<file path="config.mk">
export PLATFORM = sky130hd
export DESIGN_NAME = tick_timer
export DESIGN_NICKNAME = d
export VERILOG_FILES = /design/src/rtl/tick_timer_pkg.sv /design/src/rtl/tmr_bus_decode.sv /design/src/rtl/tmr_config.sv /design/src/rtl/tmr_down_counter.sv /design/src/rtl/tmr_event.sv /design/src/rtl/tick_timer.sv
export SDC_FILE = /design/constraint.sdc
export NUM_CORES = 1
export LEC_CHECK = 0
export BUFFER_PORTS_ARGS = -buffer_cell sky130_fd_sc_hd__buf_2
export CAP_MARGIN = 20
export CORE_ASPECT_RATIO = 1.1
export CORE_MARGIN = 1.5
export CORE_UTILIZATION = 54
export DETAILED_ROUTE_END_ITERATION = 8
export PLACE_DENSITY = 0.8
export SYNTH_ARGS = -nofsm -noshare
export SYNTH_HDL_FRONTEND = slang
export SYNTH_SLANG_ARGS = --single-unit
</file>
<file path="constraint.sdc">
create_clock -name clk -period 2 [get_ports clk]
set_input_delay 0.1 -clock clk [delete_from_list [all_inputs] [get_ports clk]]
set_output_delay 0.1 -clock clk [all_outputs]
set_load 0.01 [all_outputs]
</file>
<file path="src/rtl/tick_timer_pkg.sv">
package tick_timer_pkg;

  localparam int unsigned OFS_CTRL    = 32'h10;
  localparam int unsigned OFS_RELOAD  = 32'h14;
  localparam int unsigned OFS_CURRENT = 32'h18;

  localparam int unsigned CTRL_EN_BIT   = 0;
  localparam int unsigned CTRL_IE_BIT   = 1;
  localparam int unsigned CTRL_FLAG_BIT = 16;

  typedef enum logic [1:0] {
    RSEL_NONE,
    RSEL_CTRL,
    RSEL_RELOAD,
    RSEL_CURRENT
  } rsel_e;

  typedef struct packed {
    logic rd_ctrl;
    logic wr_ctrl;
    logic wr_reload;
    logic wr_current;
  } bus_cmd_t;

endpackage

</file>
<file path="src/rtl/tmr_bus_decode.sv">
module tmr_bus_decode
  import tick_timer_pkg::*;
#(
  parameter int unsigned ADDR_W = 8
) (
  input  logic              bus_sel,
  input  logic              bus_wr,
  input  logic              bus_priv,
  input  logic [ADDR_W-1:0] bus_addr,
  output bus_cmd_t          cmd,
  output rsel_e             rsel
);

  rsel_e target;
  logic  hit;

  always_comb begin
    target = RSEL_NONE;
    if (bus_addr == ADDR_W'(OFS_CTRL))         target = RSEL_CTRL;
    else if (bus_addr == ADDR_W'(OFS_RELOAD))  target = RSEL_RELOAD;
    else if (bus_addr == ADDR_W'(OFS_CURRENT)) target = RSEL_CURRENT;
  end

  assign hit = bus_sel & bus_priv;

  always_comb begin
    cmd            = '0;
    cmd.rd_ctrl    = hit & ~bus_wr & (target == RSEL_CTRL);
    cmd.wr_ctrl    = hit &  bus_wr & (target == RSEL_CTRL);
    cmd.wr_reload  = hit &  bus_wr & (target == RSEL_RELOAD);
    cmd.wr_current = hit &  bus_wr & (target == RSEL_CURRENT);
    rsel           = (hit & ~bus_wr) ? target : RSEL_NONE;
  end

endmodule

</file>
<file path="src/rtl/tmr_config.sv">
module tmr_config
  import tick_timer_pkg::*;
#(
  parameter int unsigned CNT_W = 24
) (
  input  logic             clk,
  input  logic             rst_n,
  input  bus_cmd_t         cmd,
  input  logic [31:0]      wdata,
  output logic             en,
  output logic             ie,
  output logic [CNT_W-1:0] reload
);

  logic             en_q, en_d;
  logic             ie_q, ie_d;
  logic [CNT_W-1:0] reload_q, reload_d;

  always_comb begin
    en_d     = en_q;
    ie_d     = ie_q;
    reload_d = reload_q;
    if (cmd.wr_ctrl) begin
      en_d = wdata[CTRL_EN_BIT];
      ie_d = wdata[CTRL_IE_BIT];
    end
    if (cmd.wr_reload) reload_d = wdata[CNT_W-1:0];
  end

  always_ff @(posedge clk or negedge rst_n) begin
    if (!rst_n) begin
      en_q     <= 1'b0;
      ie_q     <= 1'b0;
      reload_q <= '0;
    end else begin
      if (cmd.wr_ctrl) begin
        en_q <= en_d;
        ie_q <= ie_d;
      end
      if (cmd.wr_reload) reload_q <= reload_d;
    end
  end

  assign en     = en_q;
  assign ie     = ie_q;
  assign reload = reload_q;


  reload_stable_chk: assert property (@(posedge clk) disable iff (!rst_n)
    !cmd.wr_reload |=> $stable(reload_q));

endmodule

</file>
<file path="src/rtl/tmr_down_counter.sv">
module tmr_down_counter #(
  parameter int unsigned CNT_W = 24
) (
  input  logic             clk,
  input  logic             rst_n,
  input  logic             en,
  input  logic             clr,
  input  logic [CNT_W-1:0] reload,
  output logic [CNT_W-1:0] cnt,
  output logic             tick
);

  localparam logic [CNT_W-1:0] ONE = CNT_W'(1);

  logic [CNT_W-1:0] cnt_q, cnt_d;
  logic             cnt_ce;
  logic             at_zero, at_one;

  assign at_zero = (cnt_q == '0);
  assign at_one  = (cnt_q == ONE);
  assign tick    = en & ~clr & at_one;
  assign cnt_ce  = clr | en;

  always_comb begin
    if (clr)          cnt_d = '0;
    else if (at_zero) cnt_d = reload;
    else              cnt_d = cnt_q - ONE;
  end

  always_ff @(posedge clk or negedge rst_n) begin
    if (!rst_n)      cnt_q <= '0;
    else if (cnt_ce) cnt_q <= cnt_d;
  end

  assign cnt = cnt_q;


  cnt_load_chk: assert property (@(posedge clk) disable iff (!rst_n)
    (en && !clr && cnt_q == '0) |=> cnt_q == $past(reload));


  cnt_step_chk: assert property (@(posedge clk) disable iff (!rst_n)
    (en && !clr && cnt_q > ONE) |=> cnt_q == $past(cnt_q) - ONE);


  cnt_clr_chk: assert property (@(posedge clk) disable iff (!rst_n)
    clr |=> cnt_q == '0);


  cnt_hold_chk: assert property (@(posedge clk) disable iff (!rst_n)
    (!en && !clr) |=> $stable(cnt_q));

endmodule

</file>
<file path="src/rtl/tmr_event.sv">
module tmr_event (
  input  logic clk,
  input  logic rst_n,
  input  logic tick,
  input  logic ie,
  input  logic clr,
  input  logic rd_ctrl,
  output logic flag,
  output logic irq
);

  logic flag_q, flag_d;
  logic irq_q, irq_d;

  always_comb begin
    if (tick)                flag_d = 1'b1;
    else if (clr || rd_ctrl) flag_d = 1'b0;
    else                     flag_d = flag_q;
    irq_d = tick & ie;
  end

  always_ff @(posedge clk or negedge rst_n) begin
    if (!rst_n) begin
      flag_q <= 1'b0;
      irq_q  <= 1'b0;
    end else begin
      flag_q <= flag_d;
      irq_q  <= irq_d;
    end
  end

  assign flag = flag_q;
  assign irq  = irq_q;


  flag_set_chk: assert property (@(posedge clk) disable iff (!rst_n)
    tick |=> flag_q);


  irq_flag_chk: assert property (@(posedge clk) disable iff (!rst_n)
    irq_q |-> flag_q);


  irq_pulse_chk: assert property (@(posedge clk) disable iff (!rst_n)
    irq_q |=> !irq_q);


  irq_gate_chk: assert property (@(posedge clk) disable iff (!rst_n)
    $rose(irq_q) |-> $past(ie));

endmodule

</file>
<file path="src/rtl/tick_timer.sv">
module tick_timer
  import tick_timer_pkg::*;
#(
  parameter int unsigned CNT_W  = 24,
  parameter int unsigned ADDR_W = 8
) (
  input  logic              clk,
  input  logic              rst_n,
  input  logic              bus_sel,
  input  logic              bus_wr,
  input  logic              bus_priv,
  input  logic [ADDR_W-1:0] bus_addr,
  input  logic [31:0]       bus_wdata,
  output logic [31:0]       bus_rdata,
  output logic              irq_o
);

  logic [1:0]       rst_sync_q;
  logic             rst_int_n;
  bus_cmd_t         cmd;
  rsel_e            rsel;
  logic             en, ie, flag, tick;
  logic [CNT_W-1:0] reload, cnt;
  logic [31:0]      ctrl_word;

  always_ff @(posedge clk or negedge rst_n) begin
    if (!rst_n) rst_sync_q <= 2'b00;
    else        rst_sync_q <= {rst_sync_q[0], 1'b1};
  end
  assign rst_int_n = rst_sync_q[1];

  tmr_bus_decode #(.ADDR_W(ADDR_W)) u_decode (
    .bus_sel (bus_sel),
    .bus_wr  (bus_wr),
    .bus_priv(bus_priv),
    .bus_addr(bus_addr),
    .cmd     (cmd),
    .rsel    (rsel)
  );

  tmr_config #(.CNT_W(CNT_W)) u_config (
    .clk   (clk),
    .rst_n (rst_int_n),
    .cmd   (cmd),
    .wdata (bus_wdata),
    .en    (en),
    .ie    (ie),
    .reload(reload)
  );

  tmr_down_counter #(.CNT_W(CNT_W)) u_counter (
    .clk   (clk),
    .rst_n (rst_int_n),
    .en    (en),
    .clr   (cmd.wr_current),
    .reload(reload),
    .cnt   (cnt),
    .tick  (tick)
  );

  tmr_event u_event (
    .clk    (clk),
    .rst_n  (rst_int_n),
    .tick   (tick),
    .ie     (ie),
    .clr    (cmd.wr_current),
    .rd_ctrl(cmd.rd_ctrl),
    .flag   (flag),
    .irq    (irq)
  );

  logic irq;

  always_comb begin
    ctrl_word                = '0;
    ctrl_word[CTRL_EN_BIT]   = en;
    ctrl_word[CTRL_IE_BIT]   = ie;
    ctrl_word[CTRL_FLAG_BIT] = flag;
  end

  always_comb begin
    case (rsel)
      RSEL_CTRL:    bus_rdata = ctrl_word;
      RSEL_RELOAD:  bus_rdata = 32'(reload);
      RSEL_CURRENT: bus_rdata = 32'(cnt);
      default:      bus_rdata = '0;
    endcase
  end

  assign irq_o = irq;


  unpriv_rd_chk: assert property (@(posedge clk) disable iff (!rst_int_n)
    (bus_sel && !bus_priv) |-> bus_rdata == '0);


  rsv_zero_chk: assert property (@(posedge clk) disable iff (!rst_int_n)
    (bus_sel && !bus_wr && (bus_addr == ADDR_W'(OFS_RELOAD) ||
     bus_addr == ADDR_W'(OFS_CURRENT))) |-> (bus_rdata >> CNT_W) == '0);

endmodule

</file>
==> qor.yml, run 1 <==
setup_path:
  r2r.worst_path.cells: 5
  cp.depth: 5
  cp_cell_sequence: "nor4_4 -> nand4_1 -> or3_4 -> mux2_4 -> a32o_1"
  rr_startpoint: "u_counter.cnt[7]"
  r2r_slack_ns: -0.03
  max_stage_delay_ns: 0.42
  path_delay_family: "simple AND/OR/NAND/NOR gates"
  cp_data_required_time_ns: 2.21
  critPathLaunchType: "register"
  r2r-end: "u_counter.cnt[22]"
  critPathBufInv: 0
  slowest_stage: "dfrtp_1"
  crit_fanout: 3
  crit_type: "reg2reg"
  cp-end-kind: "register"
  crit_arrival_ns: 2.24
power:
  p_leak_nw: 2.183
  ir_drop_uv: 363.3
  powerDensity_nw_per_um2: 560.8
synthesis:
  ys.flop_type: "dfrtp_1"
  yosys_register_bits: 54
  synth.most_common_cell: "dfrtp_1"
  synth_top_area_share_pct: 41.76
  synth-edff-count: 0
  ys_top_cells_by_area: "dfrtp_1 42%, mux2_2 9.0%, a22o_1 5.7%"
  syn_area_um2: 3236
  yosysSeqAreaShare_pct: 41.76
  synth.distinct_cells: 54
  async_flop_share_pct: 100.0
  avgSynthCellArea_um2: 9.775
  yosys.area.top_type: "dfrtp_1"
  synthTopCellsByCount: "54 x dfrtp_1, 26 x mux2_2, 21 x a22o_1, 21 x nor2_1, 20 x nand2_1"
  ys_warn_count: 0
  synth_cells: 331
layout:
  drive_above_1_share_pct: 46.82
  area_delta_synth_final_pct: 36.35
  final.fill_count: 385
  nNetsFinal: 487
  antenna_cells: 0
  multi_input_area_um2: 1986
  finalInstanceArea_um2: 4412
  ff_latch_area_um2: 1355
drt:
  wire_per_inst_um: 18.83
  drt_iter0_markers: 273
  drc_errors: 0
  vias_per_cell: 6.296
  drtAntennaViolNets: 0
  routed_wl_um: 9736
  via_count: 3255
  drtPass1Iterations: 6
hold_path:
  hp-start: "bus_wdata[5]"
  hold_depth: 2
  hold_class: "in2reg"
  min_to: "u_config.reload[5]"
placement:
  place_area_um2: 4001
  gp_congestion: 0.9009
  post-place-ws_ns: -0.06741
  dp_hpwl_um: 6380
  portBuffers: 61
clock_network:
  cts_buffer_depth: 2
  htree_num_levels: 2
  cts_tree: "built"
  clk_latency_ns: 0.31
  cts-root-buf: "clkbuf_8"
  numCtsBuffers: 5
  clkSlewWorstSetupHoldPaths_ns: 0.10
  cts_sinks: 54
status:
  violations: "setup timing"
  status: "complete, but fails checks"
grt:
  grt_usage_pct: 28.44
  overflow: 0
  antenna_found_initial: 0
  grt_pass1_vias: 3102
  grt_max_degree: 53
  grt_pass1_wl_um: 14790
floorplan:
  ios: 78
  dieHeight_um: 84.19
  num_rows: 29
  die-area_um2: 6466
  coreArea_um2: 5769
  initial_utilization_pct: 56.08
  die_w_um: 76.81
sta:
  setup_ws_ns: -0.02839
  setup_viol: 3
  drv_slew: 0
  fin_crit_sh_pct: 101.4
  hold_viol: 0
  fmax_ghz: 0.4930
  finalSetupTns_ns: -0.05354
  holdWs_ns: 0.009651
  rsz0062_at_grt: "true"
  min_period_ns: 2.028
  skew_ns: 0.005599
flow_run:
  cap_violations: 0
[state kept, by name, summed over array words and instances (netlist names)]
name / count
u_config.en: 1
u_event.flag: 1
rst_sync_q: 2
u_config.reload: 24
u_config.ie: 1
u_event.irq: 1
u_counter.cnt: 24
[cell families (layout without fill, tap and decap cells)]
group / count (synthesis) / count (layout) / share of synthesized area [%]
simple gates: 109 / 109 / 18.91
buf+inv: 36 / 138 / 5.414
flops: 54 / 54 / 41.76
fa+ha+maj: 3 / 3 / 1.160
other cells: 2 / 9 / 0.2321
mux: 34 / 34 / 11.72
compound gates: 93 / 93 / 20.80
[worst max-delay path by stage]
stage | startpoint | to | slack (ns)
2_1_floorplan | u_counter.cnt[7] | u_counter.cnt[22] | -0.05
3_3_place_gp | u_counter.cnt[7] | u_counter.cnt[11] | 0.02
3_5_place_dp | u_counter.cnt[7] | u_counter.cnt[4] | -0.07
4_1_cts | u_counter.cnt[6] | u_counter.cnt[22] | -0.09
5_1_grt | u_counter.cnt[16] | u_counter.cnt[10] | -0.11
6_report | u_counter.cnt[7] | u_counter.cnt[22] | -0.03
[layer usage]
metal | GRT usage, % | vias to the layer above | share of wire, %
met5 | 0 | - | 0
met1 | 35.43 | 1541 | 37
li1 | - | 1452 | -
met3 | 3.478 | 63 | 7.2
met2 | 48.75 | 199 | 50
met4 | 14.14 | 0 | 5.7
[where the power goes]
group          switching, mW  internal, mW
Combinational          0.315         0.268
Clock                  0.370         0.374
Sequential            0.0291          1.12
Total                  0.714          1.76
[stage by stage]
step                total power [mW]  cells  util [%]
floorplan                      1.424    338         -
global placement               1.607    505     69.36
detailed placement             1.625    505     69.36
CTS                            2.390    515     72.65
global route                   2.566    517     76.47
finish                         2.474    517     76.47
[cells in the final DEF (no fill, tap or decap), types with 9 or more instances in the layout]
cell type   n
buf_2      61
buf_4      52
dfrtp_1    51
mux2_2     26
a22o_1     21
nor2_1     20
nand2_1    19
a21oi_1    13
o21ai_0    11
o21a_1      9
conb_1      9
[layout make-up]
| class | count | share of cell area [%] |
|---|---|---|
| repair buffers | 123 | 19.00 |
| flip-flops and latches | 54 | 30.71 |
| multi-input cells | 248 | 45.01 |
| inverters | 7 | 0.5956 |
| well taps | 77 | 2.184 |
| clock inverters | 2 | 0.8508 |
| clock buffers | 6 | 1.645 |
[repair_timing]
item,CTS,global route
endpoints found under the hold margin,2,0
setup endpoints to repair,7,43
hold buffers,1,0
cloned,0,1
resized for setup,13,36
pin swaps,9,13
buffers inserted,1,2
Note: power is estimated with default switching activity, not from simulation.
==> run 2, diff against run 1 <==
ABC_AREA = 1   (was default)
CORE_UTILIZATION = 55   (was 54)
GPL_ROUTABILITY_DRIVEN = 0   (was default)
PLACE_DENSITY = 0.81   (was 0.8)
==> qor.yml, run 2 <==
status:
  status: "finished, final reports clean"  # was complete, but fails checks
drt:
  drt_iter0_markers: 291  # was 273
  drc_errors: 0  # unchanged
  vias_per_cell: 5.319  # was 6.296
  drtPass1Iterations: 5  # was 6
  via_count: 3564  # was 3255
  drtAntennaViolNets: 0  # unchanged
  routed_wl_um: 9296  # was 9736 um
  wire_per_inst_um: 13.87  # was 18.83 um
sta:
  min_period_ns: 1.808  # was 2.028 ns
  fmax_ghz: 0.5532  # was 0.4930 GHz
  holdWs_ns: 0.01299  # was 0.009651 ns
  hold_viol: 0  # unchanged
  relSlewSlack_pct: 45.14
  skew_ns: 0.01164  # was 0.005599 ns
  drv_slew: 0  # unchanged
  setup_viol: 0  # was 3
  finalSetupTns_ns: 0  # was -0.05354 ns
  worstMarginPinSlew_ns: 0.8220
  setup_ws_ns: 0.1923  # was -0.02839 ns
  rsz0062_at_grt: "false"  # was true
  fin_crit_sh_pct: 90.38  # was 101.4%
floorplan:
  num_rows: 30  # was 29
  ios: 78  # unchanged
  initial_utilization_pct: 57.33  # was 56.08%
  die-area_um2: 6948  # was 6466 um^2
  die_w_um: 79.61  # was 76.81 um
  coreArea_um2: 6193  # was 5769 um^2
  dieHeight_um: 87.27  # was 84.19 um
hold_path:
  hold_class: "in2reg"  # unchanged
placement:
  post-place-ws_ns: 0.1800  # was -0.06741 ns
  dp_hpwl_um: 7034  # was 6380 um
  place_inst: 661  # was 505
  portBuffers: 61  # unchanged
synthesis:
  async_flop_share_pct: 100.0  # unchanged
  synth_top_family_by_area: "simple AND/OR/NAND/NOR gates"  # was compound AO/OA/AOI/OAI gates
  synth_mux_area_share_pct: 0  # was 11.72%
  yosys_register_bits: 54  # unchanged
  synth_compound_area_share_pct: 7.505  # was 20.80%
  ys.flop_type: "dfrtp_1"  # unchanged
  synth_xor_xnor_area_share_pct: 1.233  # was 0%
  synth-edff-count: 0  # unchanged
  synth.distinct_cells: 27  # was 54
  synth_cells: 523  # was 331
  synth.most_common_cell: "nand2_1"  # was dfrtp_1
  yosys.area.top_type: "dfrtp_1"  # unchanged
  syn_area_um2: 3551  # was 3236 um^2
  ys_top_cells_by_area: "dfrtp_1 38%, nand2_1 16%, nor2_1 8.7%"  # was dfrtp_1 42%, mux2_2 9.0%, a22o_1 5.7%
  yosysSeqAreaShare_pct: 38.05  # was 41.76%
  synth_top_area_share_pct: 38.05  # was 41.76%
  avgSynthCellArea_um2: 6.789  # was 9.775 um^2
  synth-adder-area-share_pct: 1.057  # was 1.160%
  synthTopCellsByCount: "155 x nand2_1, 82 x nor2_1, 54 x dfrtp_1, 51 x inv_1, 37 x nand3_1"  # was 54 x dfrtp_1, 26 x mux2_2, 21 x a22o_1, 21 x nor2_1, 20 x nand2_1
  ys_warn_count: 0  # unchanged
  synth-simple-area-share_pct: 41.23  # was 18.91%
setup_path:
  crit_arrival_ns: 2.02  # was 2.24 ns
  cp_data_required_time_ns: 2.22  # was 2.21 ns
  cp-end-kind: "register"  # unchanged
  slowest_stage: "dfrtp_1"  # unchanged
  path_delay_family: "simple AND/OR/NAND/NOR gates"  # unchanged
  r2r.worst_path.cells: 10  # was 5
  critPathBufInv: 2  # was 0
  cp_cell_sequence: "inv_1 -> ha_1 -> nand2_1 -> nor2_4 -> nand3_4 -> buf_12 -> nor2_2 -> nor2_1 -> nand2_1 -> nand2_1"  # was nor4_4 -> nand4_1 -> or3_4 -> mux2_4 -> a32o_1
  max_stage_delay_ns: 0.44  # was 0.42 ns
  crit_type: "reg2reg"  # unchanged
  crit_fanout: 19  # was 3
  critPathLaunchType: "register"  # unchanged
  cp.depth: 10  # was 5
  r2r-end: "u_counter.cnt[12]"  # was u_counter.cnt[22]
  r2r_slack_ns: 0.19  # was -0.03 ns
  crit_start: "u_counter.cnt[0]"  # was u_counter.cnt[7]
  crit_top_cell: "nand2_1"
  critPathCapture: "u_counter.cnt[12]"  # was u_counter.cnt[22]
  rr_startpoint: "u_counter.cnt[0]"  # was u_counter.cnt[7]
layout:
  multi_input_area_um2: 1851  # was 1986 um^2
  final_common_cell: "nand2_1"  # was buf_2
  nNetsFinal: 637  # was 487
  ff_latch_area_um2: 1353  # was 1355 um^2
  area_delta_synth_final_pct: 14.13  # was 36.35%
  final.fill_count: 559  # was 385
  antenna_cells: 0  # unchanged
  final_cells: 670  # was 517
  drive_above_1_share_pct: 19.49  # was 46.82%
  mostFrequentLayoutCells: "155 x nand2_1, 82 x nor2_1, 61 x buf_2, 53 x dfrtp_1, 51 x inv_1"  # was 61 x buf_2, 52 x buf_4, 51 x dfrtp_1, 26 x mux2_2, 21 x a22o_1
power:
  ir_drop_uv: 605.3  # was 363.3 uV
  power_mw: 5.144  # was 2.474 mW
  p_leak_nw: 2.234  # was 2.183 nW
  powerDensity_nw_per_um2: 1269  # was 560.8 nW/um^2
clock_network:
  clkSlewWorstSetupHoldPaths_ns: 0.11  # was 0.10 ns
  cts_buffer_depth: 2  # unchanged
  htree_num_levels: 2  # unchanged
  post_cts_buffers: 0  # was 1
  numCtsBuffers: 5  # unchanged
  cts_tree: "built"  # unchanged
  clk_latency_ns: 0.32  # was 0.31 ns
  cts_sinks: 54  # unchanged
  cts-root-buf: "clkbuf_8"  # unchanged
grt:
  overflow: 0  # unchanged
  grt_pass1_wl_um: 15570  # was 14790 um
  grt_max_degree: 43  # was 53
  grt_usage_pct: 28.52  # was 28.44%
  antenna_found_initial: 0  # unchanged
  grt_pass1_vias: 3321  # was 3102
flow_run:
  cap_violations: 0  # unchanged
[run 2: cell count changes after synthesis, moves of 22 or more]
cell	previous run	this run
mux2_2	26	0
inv_1	7	51
nand3_1	9	37
nor2_1	21	82
nand2_1	20	155
nor2_2	0	22
[run 2: worst min path at each step]
| stage | from | endpoint | slack, ns | cells after the start |
|---|---|---|---|---|
| finish | bus_wdata[20] | u_config.reload[20] | 0.01 | 3 |
| detailed placement | rst_n | rst_sync_q[0] | -0.11 | 1 |
| floorplan | rst_n | rst_sync_q[0] | -0.20 | 0 |
| CTS | bus_wdata[20] | u_config.reload[20] | 0.02 | 3 |
| global route | bus_wdata[15] | u_config.reload[15] | 0.03 | 3 |
| global placement | rst_n | rst_sync_q[0] | -0.12 | 1 |
[run 2: through the flow]
stage / util [%] / area, um^2
global route: 65.43 / 4053
CTS: 65.35 / 4048
floorplan: - / 3577
detailed placement: 63.62 / 3940
global placement: 63.62 / 3940
finish: 65.43 / 4053
[run 2: logic make-up (layout without fill, tap and decap cells)]
group / count (synthesis) / count (layout)
and+or+nand+nor: 329 / 329
buffers and inverters: 77 / 137
DFF: 54 / 54
AOI/OAI and AO/OA: 53 / 53
xor gates and xnor gates: 5 / 5
adders and majority gates: 3 / 3
other: 2 / 9
[run 2: routing by layer]
metal,vias up,track usage (%),share of wire (%)
met3,17,4.817,7.7
met4,0,8.453,2.0
li1,1759,-,-
met2,165,45.22,46
met5,-,0,0
met1,1623,40.08,44
[run 2: area by class of cell]
type / count / area share, %
Tap cell: 80 / 2.470
Clock inverter: 3 / 0.7101
Inverter: 51 / 4.724
Clock buffer: 5 / 1.698
Timing Repair Buffer: 78 / 11.36
Multi-Input combinational cell: 399 / 45.66
Sequential cell: 54 / 33.37
[run 2: power by group]
group	total (mW)	switching (mW)	internal (mW)
registers	1.54	0.264	1.28
logic	2.93	1.93	1.00
clock network	0.671	0.410	0.261
[run 2: tightest hold or removal path, stage by stage]
cell and delay (ns):
buf_2 0.07, nor2_1 0.03, a21oi_1 0.09
[run 2: timing repair]
| action | 4_1_cts | 5_1_grt |
|---|---|---|
| resized for setup | 0 | 1 |
| hold buffers | 1 | 0 |
| endpoints found under the hold margin | 2 | 0 |
| setup endpoints to repair | 0 | 2 |
==> run 3, diff against run 2 <==
CELL_PAD_IN_SITES_DETAIL_PLACEMENT = 1   (was default)
CELL_PAD_IN_SITES_GLOBAL_PLACEMENT = 2   (was default)
CORE_UTILIZATION = 30   (was 55)
==> qor.yml, run 3 (synthesized netlist as in run 2, its figures left out) <==
sta:
  holdWs_ns: 0.03317  # was 0.01299 ns
  rsz0062_at_grt: "false"  # unchanged
  min_period_ns: 1.822  # was 1.808 ns
  finalSetupTns_ns: 0  # unchanged
  hold_viol: 0  # unchanged
  setup_viol: 0  # unchanged
  relSlewSlack_pct: 46.78  # was 45.14%
  fmax_ghz: 0.5488  # was 0.5532 GHz
  worstMarginPinSlew_ns: 0.7974  # was 0.8220 ns
  fin_crit_sh_pct: 91.10  # was 90.38%
  skew_ns: 0.005647  # was 0.01164 ns
  drv_slew: 0  # unchanged
grt:
  antenna_found_initial: 0  # unchanged
  grt_pass1_vias: 3530  # was 3321
  overflow: 0  # unchanged
  grt_pass1_wl_um: 18090  # was 15570 um
  grt_max_degree: 36  # was 43
  grt_usage_pct: 18.47  # was 28.52%
hold_path:
  hold_depth: 3  # unchanged
  hold_class: "in2reg"  # unchanged
setup_path:
  cp_cell_sequence: "inv_1 -> ha_1 -> nand2_1 -> nor2_4 -> nand3_4 -> buf_4 -> nor2_2 -> nor2_1 -> nand2_1 -> nand2_1"  # was inv_1 -> ha_1 -> nand2_1 -> nor2_4 -> nand3_4 -> buf_12 -> nor2_2 -> nor2_1 -> nand2_1 -> nand2_1
  crit_arrival_ns: 2.02  # about the same
  crit_type: "reg2reg"  # unchanged
  r2r.worst_path.cells: 10  # unchanged
  max_stage_delay_ns: 0.43  # was 0.44 ns
  crit_top_cell: "nand2_1"  # unchanged
  cp.depth: 10  # unchanged
  crit_fanout: 14  # was 19
  slowest_stage: "dfrtp_1"  # unchanged
  critPathBufInv: 2  # unchanged
  critPathLaunchType: "register"  # unchanged
  cp_data_required_time_ns: 2.19  # was 2.22 ns
  cp-end-kind: "register"  # unchanged
  path_delay_family: "simple AND/OR/NAND/NOR gates"  # unchanged
floorplan:
  num_rows: 41  # was 30
  coreArea_um2: 11490  # was 6193 um^2
  die-area_um2: 12500  # was 6948 um^2
  initial_utilization_pct: 30.90  # was 57.33%
  ios: 78  # unchanged
  dieHeight_um: 117.1  # was 87.27 um
  die_w_um: 106.7  # was 79.61 um
placement:
  place_area_um2: 4078  # was 3940 um^2
  dp_hpwl_um: 8552  # was 7034 um
  portBuffers: 61  # unchanged
flow_run:
  cap_violations: 0  # unchanged
layout:
  nNetsFinal: 642  # was 637
  area_delta_synth_final_pct: 19.63  # was 14.13%
  antenna_cells: 0  # unchanged
  mostFrequentLayoutCells: "155 x nand2_1, 82 x nor2_1, 61 x buf_2, 53 x dfrtp_1, 51 x inv_1"  # unchanged
  drive_above_1_share_pct: 20.17  # was 19.49%
  finalInstanceArea_um2: 4248  # was 4053 um^2
  final_common_cell: "nand2_1"  # unchanged
power:
  pwr-share-seq_pct: 27.6  # was 30.0%
  powerDensity_nw_per_um2: 1301  # was 1269 nW/um^2
  power.internal_mw: 2.864  # was 2.541 mW
  clkPwrFrac_pct: 16.9  # was 13.0%
  power.switching_mw: 2.664  # was 2.602 mW
  p_comb_share_pct: 55.5  # was 57.0%
  ir_drop_uv: 389.7  # was 605.3 uV
  p_sw_share_pct: 48.19  # was 50.59%
  p_leak_nw: 2.286  # was 2.234 nW
drt:
  routed_wl_um: 10850  # was 9296 um
  vias_per_cell: 4.694  # was 5.319
  drtAntennaViolNets: 0  # unchanged
  drc_errors: 0  # unchanged
  wire_per_inst_um: 14.56  # was 13.87 um
  via_count: 3497  # was 3564
  drtPass1Iterations: 4  # was 5
  drt_iter0_markers: 74  # was 291
clock_network:
  cts_buffer_depth: 2  # unchanged
  cts_sinks: 54  # unchanged
  numCtsBuffers: 5  # unchanged
  clk_latency_ns: 0.30  # was 0.32 ns
  cts_tree: "built"  # unchanged
  post_cts_buffers: 0  # unchanged
  cts-root-buf: "clkbuf_16"  # was clkbuf_8
  htree_num_levels: 2  # unchanged
  clkSlewWorstSetupHoldPaths_ns: 0.08  # was 0.11 ns
status:
  status: "finished, final reports clean"  # unchanged
[run 3: cell types whose count changed in the layout (fill, tap and decap cells not counted), sizes merged]
cell / delta
clkinvlp: +1
clkbuf: +1
buf: +5
clkinv: -2
[run 3: layout make-up]
| class | count | area, um^2 |
|---|---|---|
| timing repair buffer | 83 | 510.5 |
| clock inverter | 2 | 16.27 |
| tap | 150 | 187.7 |
| inverter | 51 | 191.4 |
| fill | 1529 | 7243 |
| clock buffer | 6 | 138.9 |
| multi-input combinational | 399 | 1851 |
| sequential | 54 | 1353 |
[run 3: path summary, 6_finish.rpt]
kind | start | to | slack, ns
max in group asynchronous | rst_sync_q[1] | u_counter.cnt[21] | 1.16
hold / removal | bus_wdata[16] | u_config.reload[16] | 0.03
hold reg to reg | rst_sync_q[1] | u_config.reload[15] | 0.28
min in group asynchronous | rst_n | rst_sync_q[1] | 0.14
setup reg to reg | u_counter.cnt[1] | u_counter.cnt[10] | 0.18
setup / recovery | u_counter.cnt[1] | u_counter.cnt[10] | 0.18
[run 3: what timing repair did]
action / CTS / global route
hold buffers: 1 / 0
endpoints found under the hold margin: 2 / 0
resized for setup: 0 / 1
setup endpoints to repair: 0 / 1
[run 3: worst register-to-register path, delay by kind of cell, from the launching register on]
kind	cells	cell delay (ns)
adders and majority gates	1	0.16
buffers and inverters	2	0.41
DFF	1	0.43
and+or+nand+nor	7	0.71
[run 3: routing by layer]
layer  share of wire [%]  vias up  global-route usage (%)  wire [um]
met3                 2.9       11                   2.270        315
met2                  46       61                   29.96       4938
li1                    -     1764                       -          -
met5                   0        -                       0          0
met1                  50     1661                   25.89       5416
met4                 1.6        0                   5.511        177
[run 3: power groups by stage]
stage	Sequential, mW	Clock, mW	Combinational (mW)
6_report	1.52	0.936	3.07
2_1_floorplan	1.52	0	2.16
3_3_place_gp	1.54	0	2.96
3_5_place_dp	1.54	0	3.06
5_1_grt	1.56	0.993	3.52
4_1_cts	1.53	0.965	3.08
[run 3: metrics by stage]
stage	setup WS [ns]	util (%)	cells	total power, mW
CTS	0.1429	36.92	745	5.569
global route	0.03384	36.97	745	6.069
detailed placement	0.1524	35.49	736	4.607
finish	0.1780	36.97	745	5.528
floorplan	0.3854	-	530	3.674
global placement	0.2161	35.49	736	4.508
